==> src/rtl/gpio_lvl_pkg.sv <==
package gpio_lvl_pkg;
  localparam int unsigned ADDR_W = 5;
  localparam int unsigned DATA_W = 32;
  localparam int unsigned NIB_W  = 4;
  localparam int unsigned LINES_PER_TYPE = 8;

  localparam logic [ADDR_W-1:0] OFS_OUT  = 5'h00;
  localparam logic [ADDR_W-1:0] OFS_OE   = 5'h04;
  localparam logic [ADDR_W-1:0] OFS_IN   = 5'h08;
  localparam logic [ADDR_W-1:0] OFS_STAT = 5'h0C;
  localparam logic [ADDR_W-1:0] OFS_TLO  = 5'h10;
  localparam logic [ADDR_W-1:0] OFS_EN   = 5'h14;
  localparam logic [ADDR_W-1:0] OFS_THI  = 5'h18;
  localparam logic [ADDR_W-1:0] OFS_MUX  = 5'h1C;
endpackage

==> src/rtl/gpio_sync.sv <==
module gpio_sync #(
  parameter int unsigned W = 12
) (
  input  logic         clk_i,
  input  logic         rst_ni,
  input  logic [W-1:0] async_i,
  output logic [W-1:0] sync_o
);
  logic [W-1:0] s1_q, s2_q;

  always_ff @(posedge clk_i or negedge rst_ni) begin
    if (!rst_ni) begin
      s1_q <= '0;
      s2_q <= '0;
    end else begin
      s1_q <= async_i;
      s2_q <= s1_q;
    end
  end

  assign sync_o = s2_q;
endmodule

==> src/rtl/gpio_regs.sv <==
module gpio_regs
  import gpio_lvl_pkg::*;
#(
  parameter int unsigned N = 12
) (
  input  logic              clk_i,
  input  logic              rst_ni,
  input  logic              bus_sel_i,
  input  logic              bus_wr_i,
  input  logic [ADDR_W-1:0] bus_addr_i,
  input  logic [DATA_W-1:0] bus_wdata_i,
  output logic [DATA_W-1:0] bus_rdata_o,
  input  logic [N-1:0]      sync_i,
  input  logic [N-1:0]      status_i,
  output logic [N-1:0]      out_o,
  output logic [N-1:0]      oe_o,
  output logic [N-1:0]      en_o,
  output logic [N-1:0]      pol_o,
  output logic [N-1:0]      ack_o,
  output logic [DATA_W-1:0] mux_o
);
  logic [N-1:0]      out_q, oe_q, en_q;
  logic [DATA_W-1:0] tlo_q, thi_q, mux_q;
  logic              wr_en, rd_en;

  assign wr_en = bus_sel_i & bus_wr_i;
  assign rd_en = bus_sel_i & ~bus_wr_i;

  always_ff @(posedge clk_i or negedge rst_ni) begin
    if (!rst_ni) begin
      out_q <= '0;
      oe_q  <= '0;
      en_q  <= '0;
      tlo_q <= '0;
      thi_q <= '0;
      mux_q <= '0;
    end else if (wr_en) begin
      case (bus_addr_i)
        OFS_OUT: out_q <= bus_wdata_i[N-1:0];
        OFS_OE:  oe_q  <= bus_wdata_i[N-1:0];
        OFS_EN:  en_q  <= bus_wdata_i[N-1:0];
        OFS_TLO: tlo_q <= bus_wdata_i;
        OFS_THI: thi_q <= bus_wdata_i;
        OFS_MUX: mux_q <= bus_wdata_i;
        default: ;
      endcase
    end
  end

  // one acknowledge pulse per written 1 at the status offset
  assign ack_o = (wr_en && bus_addr_i == OFS_STAT) ? bus_wdata_i[N-1:0] : '0;

  always_comb begin
    bus_rdata_o = '0;
    if (rd_en) begin
      case (bus_addr_i)
        OFS_OUT:  bus_rdata_o[N-1:0] = out_q;
        OFS_OE:   bus_rdata_o[N-1:0] = oe_q;
        OFS_IN:   bus_rdata_o[N-1:0] = sync_i;
        OFS_STAT: bus_rdata_o[N-1:0] = status_i;
        OFS_TLO:  bus_rdata_o        = tlo_q;
        OFS_EN:   bus_rdata_o[N-1:0] = en_q;
        OFS_THI:  bus_rdata_o        = thi_q;
        OFS_MUX:  bus_rdata_o        = mux_q;
        default:  bus_rdata_o        = '0;
      endcase
    end
  end

  // polarity bit sits at the bottom of each line's nibble
  for (genvar g = 0; g < N; g++) begin : g_pol
    if (g < LINES_PER_TYPE) begin : g_lo
      assign pol_o[g] = tlo_q[NIB_W*g];
    end else begin : g_hi
      assign pol_o[g] = thi_q[NIB_W*(g-LINES_PER_TYPE)];
    end
  end

  assign out_o = out_q;
  assign oe_o  = oe_q;
  assign en_o  = en_q;
  assign mux_o = mux_q;
endmodule

==> src/rtl/gpio_irq_latch.sv <==
module gpio_irq_latch #(
  parameter int unsigned N = 12
) (
  input  logic         clk_i,
  input  logic         rst_ni,
  input  logic [N-1:0] level_i,
  input  logic [N-1:0] pol_i,
  input  logic [N-1:0] ack_i,
  input  logic [N-1:0] en_i,
  output logic [N-1:0] status_o,
  output logic         irq_o
);
  logic [N-1:0] hit, status_q;

  // pol 0: active-high, pol 1: active-low
  assign hit = level_i ^ pol_i;

  always_ff @(posedge clk_i or negedge rst_ni) begin
    if (!rst_ni) status_q <= '0;
    else         status_q <= hit | (status_q & ~ack_i);
  end

  assign status_o = status_q;
  assign irq_o    = |(status_q & en_i);

  a_r7_hold_unacked: assert property (@(posedge clk_i) disable iff (!rst_ni)
    1'b1 |=> (($past(status_q) & ~$past(ack_i) & ~status_q) == '0));

  a_r8_set_wins: assert property (@(posedge clk_i) disable iff (!rst_ni)
    1'b1 |=> (($past(hit) & ~status_q) == '0));

  a_r6_no_spurious: assert property (@(posedge clk_i) disable iff (!rst_ni)
    1'b1 |=> ((status_q & ~$past(status_q) & ~$past(hit)) == '0));
endmodule

==> src/rtl/gpio_lvl_irq.sv <==
module gpio_lvl_irq
  import gpio_lvl_pkg::*;
#(
  parameter int unsigned N = 12
) (
  input  logic              clk_i,
  input  logic              rst_ni,
  input  logic              bus_sel_i,
  input  logic              bus_wr_i,
  input  logic [ADDR_W-1:0] bus_addr_i,
  input  logic [DATA_W-1:0] bus_wdata_i,
  output logic [DATA_W-1:0] bus_rdata_o,
  input  logic [N-1:0]      pad_in_i,
  output logic [N-1:0]      pad_out_o,
  output logic [N-1:0]      pad_oe_o,
  output logic [DATA_W-1:0] mux_sel_o,
  output logic              irq_o
);
  logic [N-1:0] sync_w, status_w, out_w, oe_w, en_w, pol_w, ack_w;

  gpio_sync #(.W(N)) u_sync (
    .clk_i   (clk_i),
    .rst_ni  (rst_ni),
    .async_i (pad_in_i),
    .sync_o  (sync_w)
  );

  gpio_regs #(.N(N)) u_regs (
    .clk_i       (clk_i),
    .rst_ni      (rst_ni),
    .bus_sel_i   (bus_sel_i),
    .bus_wr_i    (bus_wr_i),
    .bus_addr_i  (bus_addr_i),
    .bus_wdata_i (bus_wdata_i),
    .bus_rdata_o (bus_rdata_o),
    .sync_i      (sync_w),
    .status_i    (status_w),
    .out_o       (out_w),
    .oe_o        (oe_w),
    .en_o        (en_w),
    .pol_o       (pol_w),
    .ack_o       (ack_w),
    .mux_o       (mux_sel_o)
  );

  gpio_irq_latch #(.N(N)) u_irq (
    .clk_i    (clk_i),
    .rst_ni   (rst_ni),
    .level_i  (sync_w),
    .pol_i    (pol_w),
    .ack_i    (ack_w),
    .en_i     (en_w),
    .status_o (status_w),
    .irq_o    (irq_o)
  );

  assign pad_out_o = out_w & oe_w;
  assign pad_oe_o  = oe_w;

  a_r3_pad_gate: assert property (@(posedge clk_i) disable iff (!rst_ni)
    (pad_out_o & ~pad_oe_o) == '0);

  a_r9_irq_source: assert property (@(posedge clk_i) disable iff (!rst_ni)
    irq_o |-> ((status_w & en_w) != '0));
endmodule

==> config.mk <==
export PLATFORM = sky130hd
export DESIGN_NAME = gpio_lvl_irq
export DESIGN_NICKNAME = d
export VERILOG_FILES = /design/src/rtl/gpio_lvl_pkg.sv /design/src/rtl/gpio_sync.sv /design/src/rtl/gpio_regs.sv /design/src/rtl/gpio_irq_latch.sv /design/src/rtl/gpio_lvl_irq.sv
export SDC_FILE = /design/constraint.sdc
export NUM_CORES = 1
export LEC_CHECK = 0
export CORE_MARGIN = 2
export CORE_UTILIZATION = 47
export DETAILED_ROUTE_END_ITERATION = 10
export MAX_ROUTING_LAYER = met4
export PLACE_DENSITY = 0.76
export SYNTH_ARGS = -nofsm -noshare
export SYNTH_HDL_FRONTEND = slang
export SYNTH_SLANG_ARGS = --single-unit
==> constraint.sdc <==
create_clock -name clk_i -period 2.2 [get_ports clk_i]
set_clock_uncertainty 0.15 [all_clocks]
set_input_delay 0.44 -clock clk_i [delete_from_list [all_inputs] [get_ports clk_i]]
set_output_delay 0.44 -clock clk_i [all_outputs]
set_load 0.01 [all_outputs]
==> flow_summary.json, run 1 <==
{
  "cpPeakStageDelay_ns": 0.58,
  "end_kind": "output port",
  "stdcell_count": 993,
  "critPathLaunch": "bus_addr_i[0]",
  "fillers": 1153,
  "r2r_end": "u_regs.en_o[10]",
  "startpoint_type": "input port",
  "switching_share_pct": 24.6,
  "hold_viol": 0,
  "tightest_slew_ns": 0.530,
  "cp_common_cell": "buf_6",
  "gp_congestion": 0.848,
  "min_path_type": "reg2reg",
  "cp_num_buf_inv": 4,
  "power_frac_comb_pct": 15.4,
  "grt_pass1_vias": 5940,
  "cts_tree": "done",
  "post-route-period-util_pct": 114,
  "drt-total-wl_mm": 20.4,
  "htreeDepth": 4,
  "cp_max_fo": 20,
  "grt_max_degree": 57,
  "cap_violations": 0,
  "vias": 5583,
  "leakage_nw": 4.59,
  "rows": 46,
  "crit_family": "simple AND/OR/NAND/NOR gates",
  "avgSynthCellArea_um2": 13.2,
  "layout-drive-gt1-share_pct": 41.4,
  "path_depth": 8,
  "ys_seq_area_share_pct": 56.3,
  "layout_common_cells": "dfrtp_1, mux2_2, clkdlybuf4s50_1",
  "irDropWorstVdd_mv": 0.570,
  "max_clock_freq_mhz": 397,
  "synth_top_area_share_pct": 56.3,
  "p_int_mw": 5.84,
  "drc_errors": 0,
  "synth_cell_types": 33,
  "worstPathArrival_ns": 1.93,
  "r2r-start": "u_regs.en_o[10]",
  "rr_worst_depth": 3,
  "violations": "setup timing",
  "cp_slowest_cell": "or4b_4",
  "r2r_slack_ns": 1.04,
  "path_class": "in2out",
  "fin_tns_setup_ns": -9.49,
  "busiest_layer": "met2",
  "overflow": 0,
  "seqPwrFrac_pct": 47.9,
  "die_w_um": 130,
  "total_power_mw": 7.75,
  "grt_pass1_wl_mm": 32.1,
  "gr-usage-all-layers_pct": 26.0,
  "p_sw_mw": 1.91,
  "setup_violations": 65,
  "io_pins": 142,
  "cts_root_buf": "clkbuf_16",
  "crit_path_end": "bus_rdata_o[19]",
  "cts.sinks": 168,
  "grt_setup_unrepaired": "yes",
  "syn-cell-area_um2": 7470,
  "placedCellCount": 948,
  "cp.required_ns": 1.61,
  "initial_utilization_pct": 47.5,
  "fin_crit_ns": 2.52,
  "setup_ws_ns": -0.319,
  "yosys.area.top_type": "dfrtp_1",
  "ys_ff_latch": 168,
  "via_per_inst": 5.62,
  "first_iter_violations": 237,
  "outcome": "complete, but fails checks",
  "die_area_um2": 16900,
  "dpl.hpwl_mm": 13.6,
  "dr.pass1.iters": 4,
  "pwr-share-clk_pct": 36.6,
  "synth_fp_nets": 619,
  "cts_made_buffers": 17,
  "met3_usage_pct": 6.81,
  "core_area_um2": 15700,
  "antenna_found_initial": 1,
  "cp_cell_sequence": "buf_6, or4b_4, buf_6, nor2_4, buf_12, nand2_1, a21oi_2, buf_2",
  "slew_viol_final": 0,
  "wl_per_cell_um": 20.5,
  "grt_use_met2_pct": 41.6,
  "final_common_cell": "dfrtp_1",
  "area_delta_synth_final_pct": 38.5,
  "synth_area_leaders": "dfrtp_1, mux2_2, mux2i_1, nand2_1, a22oi_1",
  "syn_inst": 566,
  "cts_max_path_buffers": 2,
  "power.density_nw_per_um2": 749,
  "clk_pin_slew_ns": 0.06,
  "relSlewSlack_pct": 64.7,
  "met1_usage_pct": 31.6,
  "layout.nets": 819,
  "port_buffers": 141,
  "ys_warn_count": 0,
  "die_h_um": 130,
  "worstSkewPairLatency_ns": 0.43,
  "ant_nets": 0
}
-- layer usage --
| layer | vias to the layer above | routed length (um) |
|---|---|---|
| met5 | - | 0 |
| met4 | 0 | 536 |
| met3 | 41 | 1390 |
| met2 | 214 | 10100 |
| met1 | 2869 | 8330 |
| li1 | 2459 | - |
-- synthesized netlist by cell type --
library cell    n
dfrtp_1       168
mux2_2        138
nand2_1        56
mux2i_1        24
a21oi_1        22
a22oi_1        20
buf_2          18
a22o_1         13
clkbuf_1       13
a21o_1         12
and2_1         12
o22a_1         12
xor2_1         12
a31oi_1        10
mux2_1          4
nor2_1          4
a221oi_1        3
buf_6           3
nor2b_1         3
nor3_1          3
buf_1           2
mux4_2          2
nand3_1         2
and3_1          1
and4_1          1
and4b_1         1
nand3b_1        1
nand4_1         1
nor3_4          1
nor4_2          1
or3_1           1
or3b_2          1
or4b_1          1
-- sequential cells by signal, summed over array words and instances, names as in the netlist --
name            count
u_regs.mux_o       32
u_regs.thi_q       32
u_regs.out_o       12
u_regs.tlo_q       32
u_regs.oe_o        12
u_irq.status_o     12
u_sync.sync_o      12
u_regs.en_o        12
u_sync.s1_q        12
-- power groups by stage --
stage / Combinational [mW] / Sequential, mW / Clock [mW]
final: 1.20 / 3.71 / 2.84
after global routing: 1.29 / 3.76 / 3.02
after CTS: 1.19 / 3.71 / 2.89
after detailed placement: 1.17 / 3.76 / 0
after global placement: 1.14 / 3.73 / 0
after floorplan: 0.515 / 3.72 / 0
-- worst register-to-register path, stage by stage (launching register included) --
cell and delay [ns]:
dfrtp_1 0.39, buf_4 0.14, buf_4 0.13, mux2_2 0.25
-- logic make-up after synthesis --
| kind of cell | Yosys count | synth area share (%) |
|---|---|---|
| AO/OA/AOI/OAI | 92 | 8.81 |
| XOR/XNOR | 12 | 1.41 |
| buffers and inverters | 36 | 2.41 |
| flip-flops | 168 | 56.3 |
| multiplexers | 168 | 25.2 |
| AND/OR/NAND/NOR | 90 | 5.85 |
-- cell type report --
| cell class | instances | area (um^2) | area share (%) |
|---|---|---|---|
| repair buffers | 217 | 2040 | 19.7 |
| clock inverters | 8 | 101 | 0.980 |
| diodes | 1 | 2.50 | 0.0242 |
| multi-input cells | 362 | 3280 | 31.7 |
| well taps | 216 | 270 | 2.61 |
| clock buffers | 21 | 450 | 4.35 |
| flip-flops and latches | 168 | 4200 | 40.6 |
-- metrics by stage --
stage / utilization, % / instance area (um^2) / worst slack (ns) / hold WS [ns]
5_1_grt: 65.8 / 10300 / -0.353 / 0.199
4_1_cts: 65.3 / 10300 / -0.313 / 0.198
6_report: 65.8 / 10300 / -0.319 / 0.196
2_1_floorplan: - / 7550 / -0.0337 / -0.00559
3_3_place_gp: 61.6 / 9670 / -1.04 / 0.185
3_5_place_dp: 61.6 / 9670 / -1.07 / 0.185
-- worst min-delay path by stage --
stage                                from  depth (start not counted)  slack, ns                end
after floorplan                    rst_ni                          0     -0.006  u_irq.status_o[0]
after global placement    u_sync.s1_q[11]                          0       0.19  u_sync.sync_o[11]
after CTS                  u_sync.s1_q[3]                          0       0.20   u_sync.sync_o[3]
after global routing       u_sync.s1_q[3]                          0       0.20   u_sync.sync_o[3]
final                      u_sync.s1_q[3]                          0       0.20   u_sync.sync_o[3]
after detailed placement   u_sync.s1_q[0]                          0       0.18   u_sync.sync_o[0]
-- repair_timing --
action,in CTS,in global routing
resized for setup,172,18
hold buffers,1,0
endpoints found under the setup margin,116,35
endpoints found under the hold margin,52,0
cloned,2,0
buffers inserted,10,3
pin swaps,13,8
(Power assumes the default switching activity.)
==> run 2: changes to the inputs <==
ABC_AREA = 1   (was not set)
CORE_UTILIZATION = 48   (was 47)
PLACE_DENSITY = 0.77   (was 0.76)
==> flow_summary.json, run 2 <==
{
  "core_area_um2": 15800,
  "cp_max_fo": 6,
  "cts.sinks": 168,
  "area_delta_synth_final_pct": 48.4,
  "post-route-period-util_pct": 107,
  "path_class": "in2out",
  "end_kind": "output port",
  "yosys.area.top_type": "dfrtp_1",
  "min_path_type": "reg2reg",
  "irDropWorstVdd_mv": 0.667,
  "initial_utilization_pct": 48.9,
  "die_w_um": 131,
  "setup_violations": 27,
  "overflow": 0,
  "avgSynthCellArea_um2": 8.29,
  "yosys.area_share.adder_pct": 0,
  "cts_made_buffers": 17,
  "layout.nets": 1183,
  "cp.required_ns": 1.61,
  "ys_warn_count": 0,
  "cts_max_path_buffers": 2,
  "synth_ff_type": "dfrtp_1",
  "die_h_um": 131,
  "dpl.hpwl_mm": 14.7,
  "slew_viol_final": 0,
  "rows": 46,
  "cts_tree": "done",
  "ys_ff_latch": 168,
  "total_power_mw": 8.34,
  "first_iter_violations": 811,
  "cts_root_buf": "clkbuf_16",
  "synth_most_common_cell": "nand2_1",
  "layout-drive-gt1-share_pct": 21.4,
  "ys_async_sr_fraction_pct": 100,
  "power.density_nw_per_um2": 730,
  "final_common_cell": "nand2_1",
  "ys_seq_area_share_pct": 54.5,
  "setup_ws_ns": -0.145,
  "num_antenna_cells": 0,
  "hold_viol": 0,
  "grt_setup_unrepaired": "yes",
  "synth_top_family_by_area": "simple AND/OR/NAND/NOR gates",
  "synth_xor_area_share_pct": 1.36,
  "drt-total-wl_mm": 27.0,
  "grt_max_degree": 51,
  "drc_errors": 0,
  "syn_inst": 930,
  "clk_pin_slew_ns": 0.06,
  "violations": "setup timing",
  "io_pins": 142,
  "gp_congestion": 0.928,
  "worstSkewPairLatency_ns": 0.43,
  "max_clock_freq_mhz": 426,
  "via_per_inst": 5.87,
  "outcome": "complete, but fails checks",
  "startpoint_type": "input port",
  "htreeDepth": 4,
  "grt_pass1_vias": 7694,
  "fin_crit_ns": 2.34,
  "synthSimpleGateAreaFrac_pct": 26.5,
  "vias": 7973,
  "synth_top_area_share_pct": 54.5,
  "ant_nets": 0,
  "synth_common_cells": "nand2_1, dfrtp_1, nand4_1",
  "relSlewSlack_pct": 69.7,
  "synth_area_leaders": "dfrtp_1, nand2_1, nand4_1, o21ai_0, o21ai_1",
  "placedCellCount": 1274,
  "synth_compound_area_share_pct": 10.5,
  "die_area_um2": 17100,
  "synth_cell_types": 22,
  "synth_edf_count": 0,
  "grt_pass1_wl_mm": 40.3,
  "synth.mux.area_fraction_pct": 0,
  "stdcell_count": 1359,
  "leakage_nw": 5.69,
  "gr-usage-all-layers_pct": 32.1,
  "antenna_found_initial": 0,
  "cap_violations": 0,
  "wl_per_cell_um": 19.9,
  "dr.pass1.iters": 6,
  "syn-cell-area_um2": 7710,
  "tightest_slew_ns": 0.455,
  "port_buffers": 141,
  "synth_fp_nets": 983,
  "worstPathArrival_ns": 1.75,
  "layout_common_cells": "nand2_1, dfrtp_1, clkdlybuf4s50_1"
}
[run 2: cell families (layout without fill, tap and decap cells)]
| group | Yosys count | after routing |
|---|---|---|
| AO/OA/AOI/OAI | 159 | 159 |
| XOR/XNOR | 12 | 12 |
| buffers and inverters | 135 | 348 |
| flip-flops | 168 | 168 |
| AND/OR/NAND/NOR | 456 | 456 |
[run 2: what timing repair did]
action                                 in CTS  in global routing
pin swaps                                  38                 41
endpoints found under the hold margin      41                  0
setup endpoints to repair                  33                 33
hold buffers                                1                  0
cloned                                     15                  5
setup buffers                              25                 13
gates resized for setup                   224                 68
[run 2: worst paths after layout]
check                                      start  cells past startpoint  slack, ns                end
worst min register to register    u_sync.s1_q[0]                      0       0.20   u_sync.sync_o[0]
worst max-delay path               bus_addr_i[1]                     10      -0.14     bus_rdata_o[5]
min in group asynchronous                 rst_ni                      2       0.36  u_irq.status_o[4]
max in group asynchronous                 rst_ni                      3       0.87     u_regs.en_o[9]
worst max register to register  u_sync.sync_o[4]                      2       1.08  u_irq.status_o[4]
worst min-delay path              u_sync.s1_q[0]                      0       0.20   u_sync.sync_o[0]
[run 2: stage by stage]
stage               utilization (%)  hold WS (ns)  cell area, um^2  setup WS [ns]  setup TNS, ns
floorplan                         -      -0.00559             7710          0.156              0
global placement               62.0         0.183             9770         -0.881         -39.87
detailed placement             62.0         0.185             9770         -0.897         -41.89
CTS                            70.4         0.199            11100        -0.0944          -1.40
global route                   72.5         0.205            11400         -0.166          -3.42
finish                         72.5         0.197            11400         -0.145          -2.02
[run 2: cell type report]
| cell class | instances | area (um^2) |
|---|---|---|
| inverter | 73 | 277 |
| tap | 216 | 270 |
| sequential | 168 | 4200 |
| clock buffer | 22 | 464 |
| clock inverter | 10 | 169 |
| timing repair inverter | 1 | 7.51 |
| timing repair buffer | 242 | 2810 |
| fill | 1081 | 4330 |
| multi-input combinational | 627 | 3240 |
[run 2: critical path, cell delays in order]
cell,delay [ns]
buf_6,0.10
nor2_4,0.14
buf_12,0.16
buf_8,0.13
buf_16,0.12
nand4_1,0.16
nand2_1,0.15
nor2_1,0.06
a21oi_1,0.14
buf_2,0.15
[run 2: power breakdown]
part	switching, mW	leakage [nW]	internal (mW)
registers	0.316	2.15	3.43
clock network	1.27	0.297	1.97
logic	0.669	3.25	0.693
[run 2: metal layers]
layer | track usage (%) | vias up | share of wire (%)
li1 | - | 3495 | -
met1 | 37.6 | 3807 | 36
met4 | 15.1 | 0 | 5.2
met3 | 7.25 | 141 | 9.3
met5 | - | - | 0
met2 | 52.8 | 530 | 50
==> run 3: changes to the inputs <==
SKIP_CTS_REPAIR_TIMING = 1   (was not set)
==> flow_summary.json, run 3 (synthesis gave the netlist of run 2 again) <==
{
  "cp_slowest_cell": "nor2_4",
  "overflow": 0,
  "drc_errors": 0,
  "antenna_found_initial": 0,
  "cp.required_ns": 1.61,
  "rows": 46,
  "cp_cell_sequence": "buf_6, nor2_4, buf_12, nand2_4, nor2_4, buf_6, clkbuf_16, buf_6, nand2_2, nand3_2, nand2_2, inv_2, buf_6",
  "post-route-period-util_pct": 106,
  "layout.nets": 1163,
  "switching_share_pct": 26.3,
  "tightest_slew_ns": 0.450,
  "worstSkewPairLatency_ns": 0.43,
  "cts_root_buf": "clkbuf_16",
  "clk_pin_slew_ns": 0.06,
  "relSlewSlack_pct": 70.0,
  "irDropWorstVdd_mv": 0.869,
  "holdPathStages": 0,
  "gr-usage-all-layers_pct": 27.5,
  "post-route-util_pct": 70.4,
  "num_antenna_cells": 0,
  "first_iter_violations": 690,
  "cp_common_cell": "buf_6",
  "initial_utilization_pct": 48.9,
  "hold_ws_ns": 0.198,
  "io_pins": 142,
  "leakage_nw": 5.53,
  "pwr-share-clk_pct": 38.9,
  "setup_ws_ns": -0.130,
  "wl_per_cell_um": 18.5,
  "crit_family": "buffers and inverters",
  "setup_violations": 32,
  "power.density_nw_per_um2": 737,
  "die_w_um": 131,
  "ant_nets": 0,
  "min_path_type": "reg2reg",
  "r2r-start": "u_sync.sync_o[4]",
  "slew_viol_final": 0,
  "gp_congestion": 0.928,
  "power_frac_comb_pct": 15.4,
  "place_ws_ns": -0.897,
  "cts_tree": "done",
  "hold_viol": 0,
  "area_delta_synth_final_pct": 44.0,
  "htreeDepth": 4,
  "layout_common_cells": "nand2_1, dfrtp_1, clkdlybuf4s50_1",
  "violations": "setup timing",
  "layout-drive-gt1-share_pct": 21.0,
  "grt_pass1_vias": 6974,
  "port_buffers": 141,
  "drt-total-wl_mm": 24.8,
  "dpl.hpwl_mm": 14.7,
  "grt_max_degree": 51,
  "seqPwrFrac_pct": 45.7,
  "outcome": "complete, but fails checks",
  "cts_max_path_buffers": 2,
  "startpoint_type": "input port",
  "die_h_um": 131,
  "vias": 7736,
  "rr_worst_depth": 2,
  "end_kind": "output port",
  "core_area_um2": 15800,
  "cpPeakStageDelay_ns": 0.15,
  "r2r_end": "u_irq.status_o[4]",
  "via_per_inst": 5.78,
  "p_int_mw": 6.03,
  "grt_setup_unrepaired": "yes",
  "cts_made_buffers": 17,
  "dr.pass1.iters": 5,
  "path_class": "in2out",
  "fin_crit_ns": 2.33,
  "r2r_slack_ns": 1.16,
  "max_clock_freq_mhz": 429,
  "cap_violations": 0,
  "grt_pass1_wl_mm": 35.2,
  "cp_max_fo": 5,
  "cp_num_buf_inv": 7,
  "p_sw_mw": 2.16,
  "final_common_cell": "nand2_1",
  "hold_end": "u_sync.sync_o[10]",
  "hp-start": "u_sync.s1_q[10]",
  "total_power_mw": 8.19,
  "die_area_um2": 17100,
  "worstPathArrival_ns": 1.74,
  "cts.sinks": 168
}
## run 3: cell types whose count changed in the layout (fill, tap and decap cells not counted), moves of 5 or more
cell,previous run,this run
nand2_1,273,267
nand3_2,12,17
buf_6,30,25
buf_16,12,1
buf_2,29,24
nand2_2,17,25
## run 3: power by group through the flow
stage / Combinational (mW) / Sequential [mW] / Clock (mW)
floorplan: 0.470 / 3.72 / 0
global placement: 1.10 / 3.75 / 0
detailed placement: 1.13 / 3.75 / 0
CTS: 1.14 / 3.71 / 3.21
global route: 1.37 / 3.77 / 3.36
finish: 1.26 / 3.74 / 3.18
## run 3: how the worst max path moves through the flow
stage                        from         endpoint  slack [ns]  depth (start not counted)
global route        bus_addr_i[2]  bus_rdata_o[18]       -0.17                         12
CTS                 bus_addr_i[3]   bus_rdata_o[0]       -0.90                          9
floorplan           bus_addr_i[4]  bus_rdata_o[10]        0.16                          7
finish              bus_addr_i[0]  bus_rdata_o[28]       -0.13                         13
global placement    bus_addr_i[3]   bus_rdata_o[6]       -0.88                         10
detailed placement  bus_addr_i[3]   bus_rdata_o[0]       -0.90                          9
## run 3: layer usage
layer,track usage [%],part of all wire [%],wire length (um)
met3,5.25,8.4,2080
met1,34.4,38,9380
met4,10.1,3.7,917
met5,-,0,0
met2,45.0,50,12400
## run 3: layout make-up
class	count	area (um^2)
flip-flops and latches	168	4200
multi-input cells	627	3240
inverters	73	277
fillers	1168	4670
clock buffers	22	464
repair buffers	223	2480
well taps	216	270
clock inverters	10	169
## run 3: worst register-to-register path, stage by stage, from the launching register on
cell,delay [ns]
dfrtp_1,0.41
xnor2_1,0.27
nand2_1,0.09
## run 3: metrics by stage
stage | setup TNS, ns | instance area, um^2 | instances
after floorplan | 0 | 7710 | 930
after global placement | -39.87 | 9770 | 1274
after detailed placement | -41.89 | 9770 | 1274
after CTS | -27.53 | 10400 | 1306
after global routing | -3.67 | 11100 | 1339
final | -2.28 | 11100 | 1339
